$ cat src/rtl/chr_pkg.sv
`timescale 1ns/1ps
package chr_pkg;
    localparam int ADDR_W   = 12;
    localparam int IRQ_N    = 2;
    localparam int RSP_N    = 4;
    localparam int WIN_BASE = 'h080;
    localparam int WIN_LEN  = 16;
    localparam int ID_BASE  = 'hFE0;
    localparam int ID_LEN   = 8;

    typedef enum logic [4:0] {
        RG_NONE, RG_PWR, RG_CLK, RG_ARG, RG_CMD, RG_RSP, RG_TMR, RG_LEN,
        RG_DCTL, RG_DCNT, RG_STAT, RG_CLR, RG_MSK0, RG_MSK1, RG_FCNT,
        RG_FIFO, RG_ID
    } reg_sel_e;

    function automatic logic [7:0] ident_byte(input logic [2:0] idx);
        logic [7:0] b;
        unique case (idx)
            3'd0: b = 8'h81;
            3'd1: b = 8'h11;
            3'd2: b = 8'h04;
            3'd3: b = 8'h00;
            3'd4: b = 8'h0D;
            3'd5: b = 8'hF0;
            3'd6: b = 8'h05;
            default: b = 8'hB1;
        endcase
        return b;
    endfunction
endpackage

$ cat src/rtl/chr_addr_decode.sv
`timescale 1ns/1ps
module chr_addr_decode
    import chr_pkg::*;
(
    input  logic [ADDR_W-1:0] addr,
    output reg_sel_e          sel
);
    localparam logic [ADDR_W-1:0] WIN_LO = ADDR_W'(WIN_BASE);
    localparam logic [ADDR_W-1:0] WIN_HI = ADDR_W'(WIN_BASE + 4 * WIN_LEN);
    localparam logic [ADDR_W-1:0] ID_LO  = ADDR_W'(ID_BASE);
    localparam logic [ADDR_W:0]   ID_HI  = (ADDR_W+1)'(ID_BASE + 4 * ID_LEN);

    always_comb begin
        sel = RG_NONE;
        if (addr[1:0] != 2'b00) begin
            sel = RG_NONE;
        end else if (addr >= WIN_LO && addr < WIN_HI) begin
            sel = RG_FIFO;
        end else if (addr >= ID_LO && {1'b0, addr} < ID_HI) begin
            sel = RG_ID;
        end else begin
            unique case (addr)
                12'h000: sel = RG_PWR;
                12'h004: sel = RG_CLK;
                12'h008: sel = RG_ARG;
                12'h00C: sel = RG_CMD;
                12'h014, 12'h018, 12'h01C, 12'h020: sel = RG_RSP;
                12'h024: sel = RG_TMR;
                12'h028: sel = RG_LEN;
                12'h02C: sel = RG_DCTL;
                12'h030: sel = RG_DCNT;
                12'h034: sel = RG_STAT;
                12'h038: sel = RG_CLR;
                12'h03C: sel = RG_MSK0;
                12'h040: sel = RG_MSK1;
                12'h048: sel = RG_FCNT;
                default: sel = RG_NONE;
            endcase
        end
    end
endmodule

$ cat src/rtl/chr_status_irq.sv
`timescale 1ns/1ps
module chr_status_irq
    import chr_pkg::*;
#(
    parameter int DATA_W = 32,
    parameter int EV_W   = 11,
    parameter int LV_W   = 11
) (
    input  logic                         clk,
    input  logic                         rst_n,
    input  logic [EV_W-1:0]              ev_set_i,
    input  logic [LV_W-1:0]              lv_flags_i,
    input  logic                         clr_we_i,
    input  logic [EV_W-1:0]              clr_bits_i,
    input  logic [IRQ_N-1:0]             msk_we_i,
    input  logic [DATA_W-1:0]            msk_data_i,
    output logic [DATA_W-1:0]            status_o,
    output logic [IRQ_N-1:0][DATA_W-1:0] mask_o,
    output logic [IRQ_N-1:0]             irq_o
);
    localparam int ST_W = EV_W + LV_W;

    logic [EV_W-1:0] ev_q;
    logic [EV_W-1:0] clr_mask;

    assign clr_mask = clr_we_i ? clr_bits_i : '0;
    assign status_o = DATA_W'({lv_flags_i, ev_q});

    always_ff @(posedge clk or negedge rst_n) begin
        if (!rst_n) ev_q <= '0;
        else        ev_q <= (ev_q & ~clr_mask) | ev_set_i;
    end

    // sticky bits only fall through a clear write
    a_r5_event_sticky: assert property (@(posedge clk) disable iff (!rst_n)
        !clr_we_i |=> ((ev_q & $past(ev_q)) == $past(ev_q)));

    for (genvar i = 0; i < IRQ_N; i++) begin : g_line
        always_ff @(posedge clk or negedge rst_n) begin
            if (!rst_n) begin
                mask_o[i] <= '0;
                irq_o[i]  <= 1'b0;
            end else begin
                if (msk_we_i[i]) mask_o[i] <= msk_data_i;
                irq_o[i] <= |(status_o[ST_W-1:0] & mask_o[i][ST_W-1:0]);
            end
        end

        // line follows masked status one cycle later
        a_r7_irq_follows: assert property (@(posedge clk) disable iff (!rst_n)
            irq_o[i] == $past(|(status_o[ST_W-1:0] & mask_o[i][ST_W-1:0])));
    end
endmodule

$ cat src/rtl/chr_hold_fsm.sv
`timescale 1ns/1ps
module chr_hold_fsm (
    input  logic clk,
    input  logic rst_n,
    input  logic pop_i,
    input  logic poll_i,
    output logic hold_o
);
    typedef enum logic [0:0] { HOLD_RUN, HOLD_PAUSED } hold_state_e;

    hold_state_e state_q, state_d;

    always_comb begin
        state_d = state_q;
        unique case (state_q)
            HOLD_RUN:    if (pop_i) state_d = HOLD_PAUSED;
            HOLD_PAUSED: if (poll_i && !pop_i) state_d = HOLD_RUN;
            default:     state_d = HOLD_RUN;
        endcase
    end

    always_ff @(posedge clk or negedge rst_n) begin
        if (!rst_n) state_q <= HOLD_RUN;
        else        state_q <= state_d;
    end

    always_comb begin
        hold_o = (state_q == HOLD_PAUSED);
    end

    // pause only ever follows a pop
    a_r10_pause_after_pop: assert property (@(posedge clk) disable iff (!rst_n)
        $rose(hold_o) |-> $past(pop_i));
    // a poll without a pop releases the engine
    a_r10_poll_releases: assert property (@(posedge clk) disable iff (!rst_n)
        (hold_o && poll_i && !pop_i) |=> !hold_o);
endmodule

$ cat src/rtl/card_host_regs.sv
`timescale 1ns/1ps
module card_host_regs
    import chr_pkg::*;
#(
    parameter int DATA_W     = 32,
    parameter int NARROW_W   = 8,
    parameter int LEN_W      = 16,
    parameter int EV_W       = 11,
    parameter int LV_W       = 11,
    parameter int CMD_EN_BIT = 10
) (
    input  logic                    clk,
    input  logic                    rst_n,
    input  logic                    bus_sel,
    input  logic                    bus_wr,
    input  logic [ADDR_W-1:0]       bus_addr,
    input  logic [DATA_W-1:0]       bus_wdata,
    output logic [DATA_W-1:0]       bus_rdata,
    output logic [IRQ_N-1:0]        irq,
    output logic [NARROW_W-1:0]     pwr_ctl,
    output logic [NARROW_W-1:0]     clk_ctl,
    output logic [DATA_W-1:0]       cmd_arg,
    output logic [DATA_W-1:0]       cmd_word,
    output logic [DATA_W-1:0]       data_timer,
    output logic [LEN_W-1:0]        data_len,
    output logic [NARROW_W-1:0]     data_ctl,
    output logic                    cmd_start,
    output logic                    eng_start,
    output logic                    eng_hold,
    input  logic [LEN_W-1:0]        eng_bytes_left,
    input  logic [EV_W-1:0]         ev_set,
    input  logic [LV_W-1:0]         fifo_flags,
    input  logic                    rsp_load,
    input  logic [RSP_N*DATA_W-1:0] rsp_words,
    input  logic                    fifo_empty,
    input  logic [DATA_W-1:0]       fifo_rdata,
    output logic                    fifo_pop,
    output logic                    fifo_push,
    output logic [DATA_W-1:0]       fifo_push_data
);
    localparam int RSP_IW = $clog2(RSP_N);
    localparam logic [RSP_IW-1:0] RSP_ROT = RSP_IW'(3);

    reg_sel_e                      sel;
    logic                          wr_acc, rd_acc;
    logic [DATA_W-1:0]             status;
    logic [IRQ_N-1:0][DATA_W-1:0]  mask;
    logic [DATA_W-1:0]             rsp_q [RSP_N];
    logic [RSP_IW-1:0]             rsp_idx;
    logic [LEN_W:0]                word_cnt;
    logic                          poll;

    assign wr_acc = bus_sel &&  bus_wr;
    assign rd_acc = bus_sel && !bus_wr;

    chr_addr_decode u_dec (.addr(bus_addr), .sel(sel));

    chr_status_irq #(.DATA_W(DATA_W), .EV_W(EV_W), .LV_W(LV_W)) u_stat (
        .clk        (clk),
        .rst_n      (rst_n),
        .ev_set_i   (ev_set),
        .lv_flags_i (fifo_flags),
        .clr_we_i   (wr_acc && sel == RG_CLR),
        .clr_bits_i (bus_wdata[EV_W-1:0]),
        .msk_we_i   ({wr_acc && sel == RG_MSK1, wr_acc && sel == RG_MSK0}),
        .msk_data_i (bus_wdata),
        .status_o   (status),
        .mask_o     (mask),
        .irq_o      (irq)
    );

    assign fifo_pop       = rd_acc && sel == RG_FIFO && !fifo_empty;
    assign fifo_push      = wr_acc && sel == RG_FIFO && eng_bytes_left != '0;
    assign fifo_push_data = bus_wdata;
    assign poll           = rd_acc && (sel == RG_STAT || sel == RG_FCNT);

    chr_hold_fsm u_hold (
        .clk    (clk),
        .rst_n  (rst_n),
        .pop_i  (fifo_pop),
        .poll_i (poll),
        .hold_o (eng_hold)
    );

    always_ff @(posedge clk or negedge rst_n) begin
        if (!rst_n) begin
            pwr_ctl    <= '0;
            clk_ctl    <= '0;
            cmd_arg    <= '0;
            cmd_word   <= '0;
            data_timer <= '0;
            data_len   <= '0;
            data_ctl   <= '0;
            cmd_start  <= 1'b0;
            eng_start  <= 1'b0;
        end else begin
            cmd_start <= 1'b0;
            eng_start <= 1'b0;
            if (wr_acc) begin
                unique case (sel)
                    RG_PWR: pwr_ctl    <= bus_wdata[NARROW_W-1:0];
                    RG_CLK: clk_ctl    <= bus_wdata[NARROW_W-1:0];
                    RG_ARG: cmd_arg    <= bus_wdata;
                    RG_TMR: data_timer <= bus_wdata;
                    RG_LEN: data_len   <= bus_wdata[LEN_W-1:0];
                    RG_CMD: begin
                        cmd_word  <= bus_wdata & ~(DATA_W'(1) << CMD_EN_BIT);
                        cmd_start <= bus_wdata[CMD_EN_BIT];
                    end
                    RG_DCTL: begin
                        data_ctl  <= bus_wdata[NARROW_W-1:0];
                        eng_start <= bus_wdata[0];
                    end
                    default: ;
                endcase
            end
        end
    end

    for (genvar k = 0; k < RSP_N; k++) begin : g_rsp
        always_ff @(posedge clk or negedge rst_n) begin
            if (!rst_n)        rsp_q[k] <= '0;
            else if (rsp_load) rsp_q[k] <= rsp_words[k*DATA_W +: DATA_W];
        end
    end

    assign rsp_idx  = bus_addr[RSP_IW+1:2] + RSP_ROT;
    assign word_cnt = ({1'b0, eng_bytes_left} + (LEN_W+1)'(3)) >> 2;

    always_comb begin
        bus_rdata = '0;
        unique case (sel)
            RG_PWR:  bus_rdata = DATA_W'(pwr_ctl);
            RG_CLK:  bus_rdata = DATA_W'(clk_ctl);
            RG_ARG:  bus_rdata = cmd_arg;
            RG_CMD:  bus_rdata = cmd_word;
            RG_RSP:  bus_rdata = rsp_q[rsp_idx];
            RG_TMR:  bus_rdata = data_timer;
            RG_LEN:  bus_rdata = DATA_W'(data_len);
            RG_DCTL: bus_rdata = DATA_W'(data_ctl);
            RG_DCNT: bus_rdata = DATA_W'(eng_bytes_left);
            RG_STAT: bus_rdata = status;
            RG_MSK0: bus_rdata = mask[0];
            RG_MSK1: bus_rdata = mask[1];
            RG_FCNT: bus_rdata = DATA_W'(word_cnt);
            RG_FIFO: bus_rdata = fifo_empty ? '0 : fifo_rdata;
            RG_ID:   bus_rdata = DATA_W'(ident_byte(bus_addr[4:2]));
            default: bus_rdata = '0;
        endcase
    end

    // the stored command never keeps its issue bit
    a_r3_issue_bit_clear: assert property (@(posedge clk) disable iff (!rst_n)
        !cmd_word[CMD_EN_BIT]);
    // no pop from an empty FIFO
    a_r8_no_empty_pop: assert property (@(posedge clk) disable iff (!rst_n)
        fifo_pop |-> !fifo_empty);
    // no push once the byte counter is exhausted
    a_r9_no_idle_push: assert property (@(posedge clk) disable iff (!rst_n)
        fifo_push |-> eng_bytes_left != '0);
endmodule

$ cat config.mk
export PLATFORM = sky130hd
export DESIGN_NAME = card_host_regs
export DESIGN_NICKNAME = d
export VERILOG_FILES = /design/src/rtl/chr_pkg.sv /design/src/rtl/chr_addr_decode.sv /design/src/rtl/chr_status_irq.sv /design/src/rtl/chr_hold_fsm.sv /design/src/rtl/card_host_regs.sv
export SDC_FILE = /design/constraint.sdc
export NUM_CORES = 1
export LEC_CHECK = 0
export ABC_AREA = 0
export CAP_MARGIN = 20
export CORE_UTILIZATION = 50
export CTS_BUF_LIST = sky130_fd_sc_hd__clkbuf_16
export CTS_CLUSTER_DIAMETER = 40
export CTS_CLUSTER_SIZE = 12
export DETAILED_ROUTE_END_ITERATION = 10
export DONT_BUFFER_PORTS = 1
export GPL_TIMING_DRIVEN = 0
export PLACE_DENSITY_LB_ADDON = 0.25
export SYNTH_ARGS = -nofsm -noshare
export SYNTH_HDL_FRONTEND = slang
export SYNTH_SLANG_ARGS = --single-unit
$ cat constraint.sdc
create_clock -name clk -period 16.5 [get_ports clk]
set_input_delay 3.3 -clock clk [delete_from_list [all_inputs] [get_ports clk]]
set_output_delay 3.3 -clock clk [all_outputs]
set_load 0.03 [all_outputs]
==> flow_metrics.tcl <==
set metrics [dict create \
    status "finished, final reports clean" \
    grt_pass1_vias 13200 \
    cap_violations 0 \
    crit_path_end_kind "output port" \
    peakVddDrop_v 0.0000889 \
    start_util 0.510 \
    vias_per_cell 6.85 \
    setup_viol 0 \
    whs_ns 0.502 \
    cts_tree "built" \
    ys_warn_count 0 \
    grt_max_degree 344 \
    cts_setup_buffers 0 \
    clkLatencyLatePin_ns 0.58 \
    crit_path_end "bus_rdata[4]" \
    slew_headroom 0.0144 \
    min_path_type "reg -> reg" \
    crit_start "bus_addr[2]" \
    pwr_density_cell_nw_per_um2 112 \
    die_height_um 187 \
    rrSetupSlack_ns 14.82 \
    syn-cell-area_sq_um 17200 \
    ctsHoldBuffers 0 \
    dieArea_sq_um 35100 \
    synth.net_count 1584 \
    gp_congestion 1.03 \
    rsz0062_at_grt "false" \
    p_leak_nw 8.78 \
    grt_pass1_wl_um 94400 \
    hold_viol 0 \
    post_cts_resized 0 \
    synth_area_per_cell_sq_um 12.9 \
    wl_um 65400 \
    first_pass_iters 8 \
    ant_nets 0 \
    overflow 0 \
    cp_num_buf_inv 6 \
    dp_hpwl_um 49000 \
    syn_inst 1332 \
    cp_max_fo 10 \
    rows 67 \
    route.vias.total 12900 \
    synth_area_leaders "dfrtp_1, mux2_2, mux4_2" \
    fin_crit_sh 0.801 \
    drive_gt1_frac 0.380 \
    cp.depth 13 \
    clk_path_buf_depth 3 \
    ys_types 80 \
    rr_worst_depth 5 \
    drt_iter0_markers 1361 \
    clock_skew_ns 0.00645 \
    drc 0 \
    r2r-start "u_stat.ev_q[1]" \
    antenna_found_initial 7 \
    final_nets 1643 \
    slowest_stage "a21oi_1" \
    max_freq_mhz 75.7 \
    tightest_slew_ns 1.48 \
    ctsRootBufferMaster "clkbuf_16" \
    synthArstFlopShare 1.00 \
    final_common_cell "dfrtp_1" \
    ios 455 \
    synth_top_cell_area_share 0.499 \
    crit_arrival_ns 9.91 \
    critPathMaxStageDelay_ns 0.86 \
    tns_ns 0 \
    wire_per_inst_um 34.7 \
    layout_common_cells "dfrtp_1, mux2_2, nand2_1, a22oi_1, clkbuf_16" \
    finalMaxSlewViolations 0 \
    setup.worst_path.class "in -> out" \
    min_period_ns 13.21 \
    crit_chain "clkbuf_1, buf_1, clkbuf_1, inv_1, ha_1, clkbuf_1, o211a_1, a21oi_1, clkbuf_1, mux2i_1, o22ai_1, a2111oi_0, nand4_1" \
    track_usage 0.371 \
    htree_levels 2 \
    yosysTopAreaCell "dfrtp_1" \
    yosysSeqAreaShare 0.499 \
    synth-seq-cells 343 \
    start_kind "input pin" \
    synth-main-ff-cell "dfrtp_1" \
    portBuffers 0 \
    core_area_sq_um 33700 \
    regToRegEndpoint "u_stat.irq_o[1]" \
    cp_common_cell "clkbuf_1" \
    fp.dieW_um 187 \
    cts_buffers 51 \
    syn2layout_area_growth_pct 14.1 \
    synth-edff-count 0 \
    cts.sinks 343 \
    cts.clk_slew.worst_paths_ns 0.06 \
    crit_family "buffers and inverters" \
    required_ns 13.20 \
]
[report_power, final]
group / internal, W / switching, W / total (W)
combinational: 0.0000703 / 0.0000782 / 0.000149
clock: 0.000714 / 0.000420 / 0.00113
sequential: 0.000878 / 0.0000331 / 0.000911
[through the flow]
stage	instances	util	area (sq um)	total power (W)	setup slack (ns)
2_1_floorplan	1332	-	17200	0.00102	5.74
3_5_place_dp	1786	0.529	17800	0.00107	3.28
5_1_grt	1885	0.582	19600	0.00225	2.94
6_report	1886	0.583	19600	0.00219	3.29
3_3_place_gp	1780	0.527	17800	0.00107	3.01
4_1_cts	1879	0.582	19600	0.00220	3.27
[worst min path at each step]
| stage | start | end | slack [ns] | cells past startpoint |
|---|---|---|---|---|
| after floorplan | rsp_q[64] | rsp_q[64] | 0.48 | 1 |
| after global placement | rsp_q[127] | rsp_q[127] | 0.48 | 1 |
| after detailed placement | rsp_q[102] | rsp_q[102] | 0.49 | 1 |
| after CTS | rsp_q[102] | rsp_q[102] | 0.50 | 1 |
| after global routing | rsp_q[75] | rsp_q[75] | 0.52 | 1 |
| final | rsp_q[102] | rsp_q[102] | 0.50 | 1 |
[sequential cells by signal (all words and copies together) (netlist names), 11 cells and up]
| register | flops |
|---|---|
| rsp_q | 128 |
| u_stat.ev_q | 11 |
| cmd_word | 31 |
| data_timer | 32 |
| cmd_arg | 32 |
| data_len | 16 |
| u_stat.mask_o | 64 |
[cells by family after synthesis]
family | Yosys count | share of synthesized area
AOI/OAI and AO/OA | 225 | 0.102
and+or+nand+nor | 250 | 0.0810
adders and majority gates | 4 | 0.00291
muxes | 369 | 0.268
buffers and inverters | 126 | 0.0391
xor gates and xnor gates | 14 | 0.00713
DFF | 343 | 0.499
other | 1 | 0.000218
[routing by layer]
layer  global-route usage  part of all wire
met1                0.485              0.39
met2                0.567              0.45
met3                0.131              0.12
met4                0.143             0.039
met5                    0                 0
[cell usage after synthesis, types with 5 or more instances]
cell type,instances
dfrtp_1,343
mux2_2,298
nand2_1,68
a22oi_1,62
clkbuf_1,45
nand3_1,38
buf_4,37
mux4_2,32
nor2_1,32
buf_2,30
mux2_4,30
a21oi_1,25
a222oi_1,25
nand4_1,17
nor3_1,17
a221oi_1,15
nor4_1,14
a21o_1,13
a22o_1,12
o21ai_0,12
and3_1,11
inv_1,9
mux2i_1,8
xnor2_1,8
o211ai_1,7
xor2_1,6
a2111oi_0,5
a2bb2oi_1,5
and2_1,5
nand2b_1,5
nor4_4,5
or3_1,5
[final cells by class]
type                    instances  area (sq um)
fillers                      2745         14100
flip-flops and latches        343          8580
multi-input cells             863          7960
clock buffers                  53          1330
plain buffers                 117           638
well taps                     448           561
clock inverters                40           459
repair buffers                  6          50.0
inverters                       9          33.8
diodes                          7          17.5
Power figures use the tool's default switching activity.
